**config.mk**
```make
export PLATFORM = sky130hd
export DESIGN_NAME = wbc_burst_chainer
export DESIGN_NICKNAME = d
export VERILOG_FILES = /design/src/rtl/wbc_pkg.sv /design/src/rtl/wbc_idle_timer.sv /design/src/rtl/wbc_line_store.sv /design/src/rtl/wbc_chain_ctrl.sv /design/src/rtl/wbc_burst_chainer.sv
export SDC_FILE = /design/constraint.sdc
export NUM_CORES = 2
export LEC_CHECK = 0
export BUFFER_PORTS_ARGS = -buffer_cell sky130_fd_sc_hd__buf_4
export CORE_AREA = 2 2 281 283
export CTS_BUF_LIST = sky130_fd_sc_hd__clkbuf_4 sky130_fd_sc_hd__clkbuf_8
export CTS_CLUSTER_SIZE = 25
export DETAILED_ROUTE_END_ITERATION = 7
export DIE_AREA = 0 0 283 285
export GPL_TIMING_DRIVEN = 0
export HOLD_SLACK_MARGIN = 0.03
export SKIP_CTS_REPAIR_TIMING = 1
export SYNTH_ARGS = -nofsm -noshare
export SYNTH_HDL_FRONTEND = slang
export SYNTH_SLANG_ARGS = --single-unit
```
**constraint.sdc**
```tcl
create_clock -name clk -period 3.42 [get_ports clk]
set_input_delay 0.684 -clock clk [delete_from_list [all_inputs] [get_ports clk]]
set_output_delay 0.684 -clock clk [all_outputs]
set_load 0.005 [all_outputs]
```
**src/rtl/wbc_pkg.sv**
```systemverilog
package wbc_pkg;

  typedef enum logic [2:0] {
    ST_IDLE = 3'd0,
    ST_ADDR = 3'd1,
    ST_BEAT = 3'd2,
    ST_HOLD = 3'd3,
    ST_TAIL = 3'd4
  } wbc_state_e;

  typedef enum logic [1:0] {
    TN_IDLE = 2'd0,
    TN_ADDR = 2'd1,
    TN_BEAT = 2'd2
  } wbc_tail_next_e;

endpackage

```
**src/rtl/wbc_idle_timer.sv**
```systemverilog
module wbc_idle_timer #(
  parameter int TW = 8
) (
  input  logic          clk,
  input  logic          rst_n,
  input  logic          clear,
  input  logic          run,
  input  logic [TW-1:0] limit,
  output logic          expire
);

  logic [TW-1:0] cnt_q;
  logic [TW-1:0] lim_eff;

  // a zero limit behaves as a single waiting cycle
  function automatic logic [TW-1:0] effective_limit(input logic [TW-1:0] l);
    return (l == '0) ? TW'(1) : l;
  endfunction

  assign lim_eff = effective_limit(limit);
  assign expire  = run && (cnt_q == lim_eff - TW'(1));

  always_ff @(posedge clk) begin
    if (!rst_n || clear) begin
      cnt_q <= '0;
    end else if (run && !expire) begin
      cnt_q <= cnt_q + TW'(1);
    end
  end

endmodule

```
**src/rtl/wbc_line_store.sv**
```systemverilog
module wbc_line_store #(
  parameter int BEAT_W = 128,
  parameter int NB     = 4,
  parameter int BIDX_W = 2,
  localparam int LINE_W = BEAT_W * NB
) (
  input  logic              clk,
  input  logic              rst_n,
  input  logic              load,
  input  logic [LINE_W-1:0] line_in,
  input  logic [BIDX_W-1:0] beat_sel,
  input  logic              capture,
  output logic [BEAT_W-1:0] beat_out,
  output logic [BEAT_W-1:0] tail_out
);

  logic [LINE_W-1:0] line_q;
  logic [BEAT_W-1:0] tail_q;
  logic [BEAT_W-1:0] slices [NB];

  for (genvar g = 0; g < NB; g++) begin : g_slice
    assign slices[g] = line_q[g*BEAT_W +: BEAT_W];
  end

  assign beat_out = slices[beat_sel];
  assign tail_out = tail_q;

  always_ff @(posedge clk) begin
    if (!rst_n) begin
      line_q <= '0;
      tail_q <= '0;
    end else begin
      if (load)    line_q <= line_in;
      if (capture) tail_q <= slices[NB-1];
    end
  end

endmodule

```
**src/rtl/wbc_chain_ctrl.sv**
```systemverilog
module wbc_chain_ctrl
  import wbc_pkg::*;
#(
  parameter int AW         = 32,
  parameter int LINE_BYTES = 64,
  parameter int NB         = 4,
  parameter int MAX_LINES  = 4,
  parameter int BIDX_W     = 2,
  parameter int CNT_W      = 3
) (
  input  logic              clk,
  input  logic              rst_n,
  input  logic              in_valid,
  input  logic [AW-1:0]     in_addr,
  output logic              in_ready,
  output logic              accept,
  input  logic              out_ready,
  output logic              out_valid,
  output logic              out_is_addr,
  output logic [AW-1:0]     out_addr,
  output logic              out_last,
  output logic              show_tail,
  output logic [BIDX_W-1:0] beat_idx,
  output logic              in_hold,
  output logic              tmr_run,
  input  logic              tmr_expire,
  output logic              ev_chain,
  output logic              ev_break,
  output logic              ev_full,
  output logic              ev_timeout,
  output logic [CNT_W-1:0]  burst_lines
);

  localparam int LINE_SHIFT = $clog2(LINE_BYTES);
  localparam logic [AW-1:0] LINE_MASK = AW'(LINE_BYTES - 1);
  localparam bit SINGLE_BEAT = (NB == 1);
  localparam logic [BIDX_W-1:0] PRE_LAST = BIDX_W'((NB > 1) ? NB - 2 : 0);
  localparam logic [CNT_W-1:0] MAX_CNT = CNT_W'(MAX_LINES);

  wbc_state_e     st_q;
  wbc_tail_next_e tnext_q;
  logic [AW-1:0]     base_q;
  logic [CNT_W-1:0]  lines_q;
  logic [BIDX_W-1:0] bidx_q;
  logic              tlast_q;

  logic [AW-1:0] aligned;
  logic [AW-1:0] expect_addr;
  logic          contig;
  logic          full;
  logic          fire;
  logic          pre_last_fire;

  function automatic logic [AW-1:0] line_base(input logic [AW-1:0] a);
    return a & ~LINE_MASK;
  endfunction

  function automatic logic [AW-1:0] burst_end(input logic [AW-1:0] b,
                                              input logic [CNT_W-1:0] n);
    return b + (AW'(n) << LINE_SHIFT);
  endfunction

  assign aligned     = line_base(in_addr);
  assign expect_addr = burst_end(base_q, lines_q);
  assign contig      = (aligned == expect_addr);
  assign full        = (lines_q == MAX_CNT);
  assign in_hold     = (st_q == ST_HOLD);

  assign in_ready = (st_q == ST_IDLE) || (in_hold && !full);
  assign accept   = in_valid && in_ready;

  assign out_valid   = (st_q == ST_ADDR) || (st_q == ST_BEAT) || (st_q == ST_TAIL);
  assign out_is_addr = (st_q == ST_ADDR);
  assign out_addr    = base_q;
  assign show_tail   = (st_q == ST_TAIL);
  assign out_last    = show_tail && tlast_q;
  assign beat_idx    = bidx_q;
  assign burst_lines = lines_q;
  assign fire        = out_valid && out_ready;
  assign pre_last_fire = fire && (st_q == ST_BEAT) && (bidx_q == PRE_LAST);

  // decision events while the final beat of a line waits
  assign ev_full    = in_hold && full;
  assign ev_chain   = in_hold && accept && contig;
  assign ev_break   = in_hold && accept && !contig;
  assign tmr_run    = in_hold && !full && !accept;
  assign ev_timeout = tmr_run && tmr_expire;

  always_ff @(posedge clk) begin
    if (!rst_n) begin
      st_q    <= ST_IDLE;
      tnext_q <= TN_IDLE;
      base_q  <= '0;
      lines_q <= '0;
      bidx_q  <= '0;
      tlast_q <= 1'b0;
    end else begin
      unique case (st_q)
        ST_IDLE: begin
          if (accept) begin
            base_q  <= aligned;
            lines_q <= CNT_W'(1);
            st_q    <= ST_ADDR;
          end
        end
        ST_ADDR: begin
          if (fire) begin
            bidx_q <= '0;
            st_q   <= SINGLE_BEAT ? ST_HOLD : ST_BEAT;
          end
        end
        ST_BEAT: begin
          if (pre_last_fire) begin
            st_q <= ST_HOLD;
          end else if (fire) begin
            bidx_q <= bidx_q + BIDX_W'(1);
          end
        end
        ST_HOLD: begin
          if (ev_full) begin
            tlast_q <= 1'b1;
            tnext_q <= TN_IDLE;
            st_q    <= ST_TAIL;
          end else if (ev_chain) begin
            lines_q <= lines_q + CNT_W'(1);
            tlast_q <= 1'b0;
            tnext_q <= TN_BEAT;
            st_q    <= ST_TAIL;
          end else if (ev_break) begin
            base_q  <= aligned;
            lines_q <= CNT_W'(1);
            tlast_q <= 1'b1;
            tnext_q <= TN_ADDR;
            st_q    <= ST_TAIL;
          end else if (ev_timeout) begin
            tlast_q <= 1'b1;
            tnext_q <= TN_IDLE;
            st_q    <= ST_TAIL;
          end
        end
        ST_TAIL: begin
          if (fire) begin
            bidx_q <= '0;
            unique case (tnext_q)
              TN_BEAT: st_q <= SINGLE_BEAT ? ST_HOLD : ST_BEAT;
              TN_ADDR: st_q <= ST_ADDR;
              default: st_q <= ST_IDLE;
            endcase
          end
        end
        default: st_q <= ST_IDLE;
      endcase
    end
  end

endmodule

```
**src/rtl/wbc_burst_chainer.sv**
```systemverilog
module wbc_burst_chainer #(
  parameter int AW         = 32,
  parameter int LINE_BYTES = 64,
  parameter int BEAT_BYTES = 16,
  parameter int MAX_LINES  = 4,
  parameter int TW         = 8,
  localparam int LINE_W    = LINE_BYTES * 8,
  localparam int BEAT_W    = BEAT_BYTES * 8
) (
  input  logic              clk,
  input  logic              rst_n,
  input  logic [TW-1:0]     idle_limit,
  input  logic              in_valid,
  output logic              in_ready,
  input  logic [AW-1:0]     in_addr,
  input  logic [LINE_W-1:0] in_data,
  output logic              out_valid,
  input  logic              out_ready,
  output logic              out_is_addr,
  output logic [AW-1:0]     out_addr,
  output logic [BEAT_W-1:0] out_data,
  output logic              out_last
);

  localparam int NB     = LINE_BYTES / BEAT_BYTES;
  localparam int BIDX_W = (NB > 1) ? $clog2(NB) : 1;
  localparam int CNT_W  = $clog2(MAX_LINES + 1);

  // named internal events, observed by the bound checker
  logic              accept;
  logic              show_tail;
  logic [BIDX_W-1:0] beat_idx;
  logic              in_hold;
  logic              tmr_run;
  logic              tmr_expire;
  logic              ev_chain;
  logic              ev_break;
  logic              ev_full;
  logic              ev_timeout;
  logic [CNT_W-1:0]  burst_lines;
  logic [BEAT_W-1:0] cur_beat;
  logic [BEAT_W-1:0] tail_beat;

  wbc_chain_ctrl #(
    .AW(AW), .LINE_BYTES(LINE_BYTES), .NB(NB), .MAX_LINES(MAX_LINES),
    .BIDX_W(BIDX_W), .CNT_W(CNT_W)
  ) ctrl_i (
    .clk(clk), .rst_n(rst_n),
    .in_valid(in_valid), .in_addr(in_addr), .in_ready(in_ready), .accept(accept),
    .out_ready(out_ready), .out_valid(out_valid), .out_is_addr(out_is_addr),
    .out_addr(out_addr), .out_last(out_last), .show_tail(show_tail),
    .beat_idx(beat_idx), .in_hold(in_hold), .tmr_run(tmr_run),
    .tmr_expire(tmr_expire), .ev_chain(ev_chain), .ev_break(ev_break),
    .ev_full(ev_full), .ev_timeout(ev_timeout), .burst_lines(burst_lines)
  );

  wbc_idle_timer #(.TW(TW)) timer_i (
    .clk(clk), .rst_n(rst_n), .clear(!in_hold), .run(tmr_run),
    .limit(idle_limit), .expire(tmr_expire)
  );

  wbc_line_store #(.BEAT_W(BEAT_W), .NB(NB), .BIDX_W(BIDX_W)) store_i (
    .clk(clk), .rst_n(rst_n), .load(accept), .line_in(in_data),
    .beat_sel(beat_idx), .capture(in_hold),
    .beat_out(cur_beat), .tail_out(tail_beat)
  );

  assign out_data = show_tail ? tail_beat : cur_beat;

endmodule

```
==> impl_metrics.yaml <==
floorplanning:
  fp.dieW_um: 283
  rows: 103
  core_area_mm2: 0.0780
  die_h_um: 285
  dieArea_mm2: 0.0807
  pin_count: 720
  initial_core_util_pct: 39.9
flow_run:
  maxCapViolCount: 1
timing:
  skew_ns: 0.0421
  setup_viol: 0
  finalCritPeriodShare_pct: 97.0
  hold_viol: 0
  drv_slew: 11
  final_period_minus_worst_setup_slack_ns: 3.32
  tightest_slew_ns: 1.56
  max_slew_margin_pct: -4.16
  fin_tns_setup_ns: 0
  fmax_mhz: 301
place:
  hpwlAfterDp_um: 94600
  place_congestion: 0.887
  dp.cells: 5517
  port_buffers: 706
final_layout:
  fin_util_pct: 52.2
  synthToLayoutAreaGrowth_pct: 31.0
  drive_gt1_share_pct: 24.7
  nets: 5152
  final_cells: 5754
yosys:
  ys_seq_area_share_pct: 44.1
  yosys_warnings: 0
  netlist_area_mm2: 0.0311
  syn_inst: 3755
  synthDistinctLibCells: 62
  yosysMostFrequentCell: "nand2_1"
  synth_area_leader_cell: "dfxtp_1"
  synth-async-reset-ratio_pct: 0
  synth_top_area_share_pct: 44.1
  syn_area_per_cell_um2: 8.27
  synth.area.top_cells: "dfxtp_1, nand2_1, a21boi_0, mux4_2, clkbuf_1"
  ys.flop_type: "dfxtp_1"
  synth_edf_count: 0
  synth-seq-cells: 685
  synth_common_cells: "nand2_1, dfxtp_1, a21boi_0, clkbuf_1, mux4_2"
detailed_routing:
  drc: 0
  vias_per_cell: 5.08
  drt_iter0_drc: 1928
  drt-total-wl_um: 124000
  vias: 29222
  ant_nets: 0
  routedWlPerCell_um: 21.6
  drt_pass1_iterations: 6
outcome:
  status: "finished, violations left"
  violations: "max-capacitance violations, max-slew violations"
power:
  power_density_mw_per_mm2: 542
  p_switching_uw: 6700
  power.internal_uw: 15400
  share_comb_of_total_power_pct: 20.7
  max-vdd-ir-drop_mv: 0.280
  clkPwrFrac_pct: 37.8
  p_leak_uw: 0.0165
  seqPwrFrac_pct: 41.5
  switching_share_pct: 30.3
clocking:
  clockBufferDepth: 3
  clk_latency_ns: 0.74
  clock-sinks: 685
  clk_pin_slew_ns: 0.06
  cts_buffers: 120
  htreeDepth: 3
  cts_tree: "done"
  clockRootBuffer: "clkbuf_8"
critical_path:
  worstSetupPathType: "reg2reg"
  required_ns: 4.04
  cp-end-kind: "register"
  cp_max_fo: 10
  r2r_slack_ns: 0.10
  cp-start-kind: "register"
  arrival_ns: 3.94
global_route:
  track_usage_pct: 29.8
  grt_max_degree: 18
  grt_pass1_vias: 28784
  antenna_found_initial: 33
  grt_pass1_wl_um: 181000
  grt-ovfl-total: 0
hold_path:
  holdCritPathClass: "in2reg"
-- metrics by stage --
step	setup slack, ns	hold slack (ns)	cell area [µm²]	power (µW)
3_5_place_dp	-0.908	0.454	37700	13900
3_3_place_gp	-1.25	0.448	37700	13800
4_1_cts	-1.72	0.143	40400	22100
2_1_floorplan	0.00388	0.440	31100	11500
5_1_grt	-0.00878	0.164	40700	23000
6_report	0.102	0.199	40700	22100
-- placed cells by master, fill, tap and decap left out, types with 4 or more instances in the layout --
cell,netlist,final
a21boi_0,646,646
nor3_1,8,8
mux2i_1,28,28
diode_2,0,20
dfxtp_1,685,682
nand2b_1,5,5
clkbuf_8,0,160
a21o_1,4,4
and3_1,6,6
clkinv_2,0,11
nand4_1,12,12
a211oi_1,5,4
buf_6,2,5
buf_2,1,5
mux4_2,128,128
or3_1,6,6
nor2b_1,5,5
xor2_1,25,25
xnor2_1,24,24
clkbuf_2,0,46
o21ai_0,12,12
a21oi_1,7,5
nand3_1,17,16
nand2_1,1739,1738
buf_4,6,720
buf_1,21,5
inv_1,11,11
ha_1,8,6
conb_1,1,6
clkbuf_1,263,208
nor2_1,26,26
clkbuf_4,0,47
-- flip-flops by register name, indices dropped and copies added (netlist names) --
name and count:
store_i.line_q 512, ctrl_i.out_addr 26, ctrl_i.burst_lines 3, ctrl_i.st_q 3
ctrl_i.tlast_q 1, store_i.tail_out 128, ctrl_i.beat_idx 2, timer_i.cnt_q 8
ctrl_i.tnext_q 2
-- layout make-up --
type                       count  area, µm²
antenna                       20       50.0
inverter                      11       41.3
buffer                       290       1280
fill                        7794      37300
clock inverter                19        180
timing repair buffer         708       5340
sequential                   685      13700
tap                         1050       1310
clock buffer                 200       2500
multi-input combinational   2771      16300
-- power groups by stage --
stage,Clock (µW),Sequential (µW),Combinational (µW)
finish,8340,9150,4580
global route,8810,9220,4980
CTS,8440,9120,4580
detailed placement,0,9290,4570
global placement,0,9270,4520
floorplan,0,9110,2440
-- kinds of logic (layout without fill, tap and decap cells) --
group                      Yosys count  in the layout  synth area share, %
DFF                                685            685                 44.1
and+or+nand+nor                   1845           1845                 23.1
AOI/OAI and AO/OA                  706            706                 17.0
adders and majority gates            9              9                0.387
muxes                              156            156                 10.2
other                                1             26               0.0121
xor gates and xnor gates            49             49                 1.38
buffers and inverters              304           1228                 3.80
-- final timing paths --
kind,start,end,cells after the start
max,ctrl_i.out_addr[6]$_SDFFE_PN0P_,ctrl_i.out_addr[16]$_SDFFE_PN0P_,12
min,in_data[347],store_i.line_q[347]$_SDFFE_PN0P_,3
max reg2reg,ctrl_i.out_addr[6]$_SDFFE_PN0P_,ctrl_i.out_addr[16]$_SDFFE_PN0P_,12
min reg2reg,store_i.line_q[308]$_SDFFE_PN0P_,store_i.line_q[308]$_SDFFE_PN0P_,2
-- critical path, cell delays in order (launching register included) --
cell and delay [ns]:
dfxtp_1 0.33, ha_2 0.21, fa_2 0.39, a21o_1 0.26
xnor2_1 0.14, or4b_2 0.60, a22oi_1 0.17, nand4_1 0.21
nor4_4 0.28, buf_4 0.19, nor2_4 0.08, buf_6 0.20
mux2i_1 0.13
-- routing by layer --
layer	global-route usage (%)	wire length [µm]	share of wire [%]	up-vias
li1	-	-	-	14103
met1	36.8	51400	41	13909
met2	50.0	59800	48	954
met3	6.74	8310	6.7	234
met4	12.6	4460	3.6	22
met5	0	159	0.13	-
No activity file was read; power rests on OpenSTA's default activity.
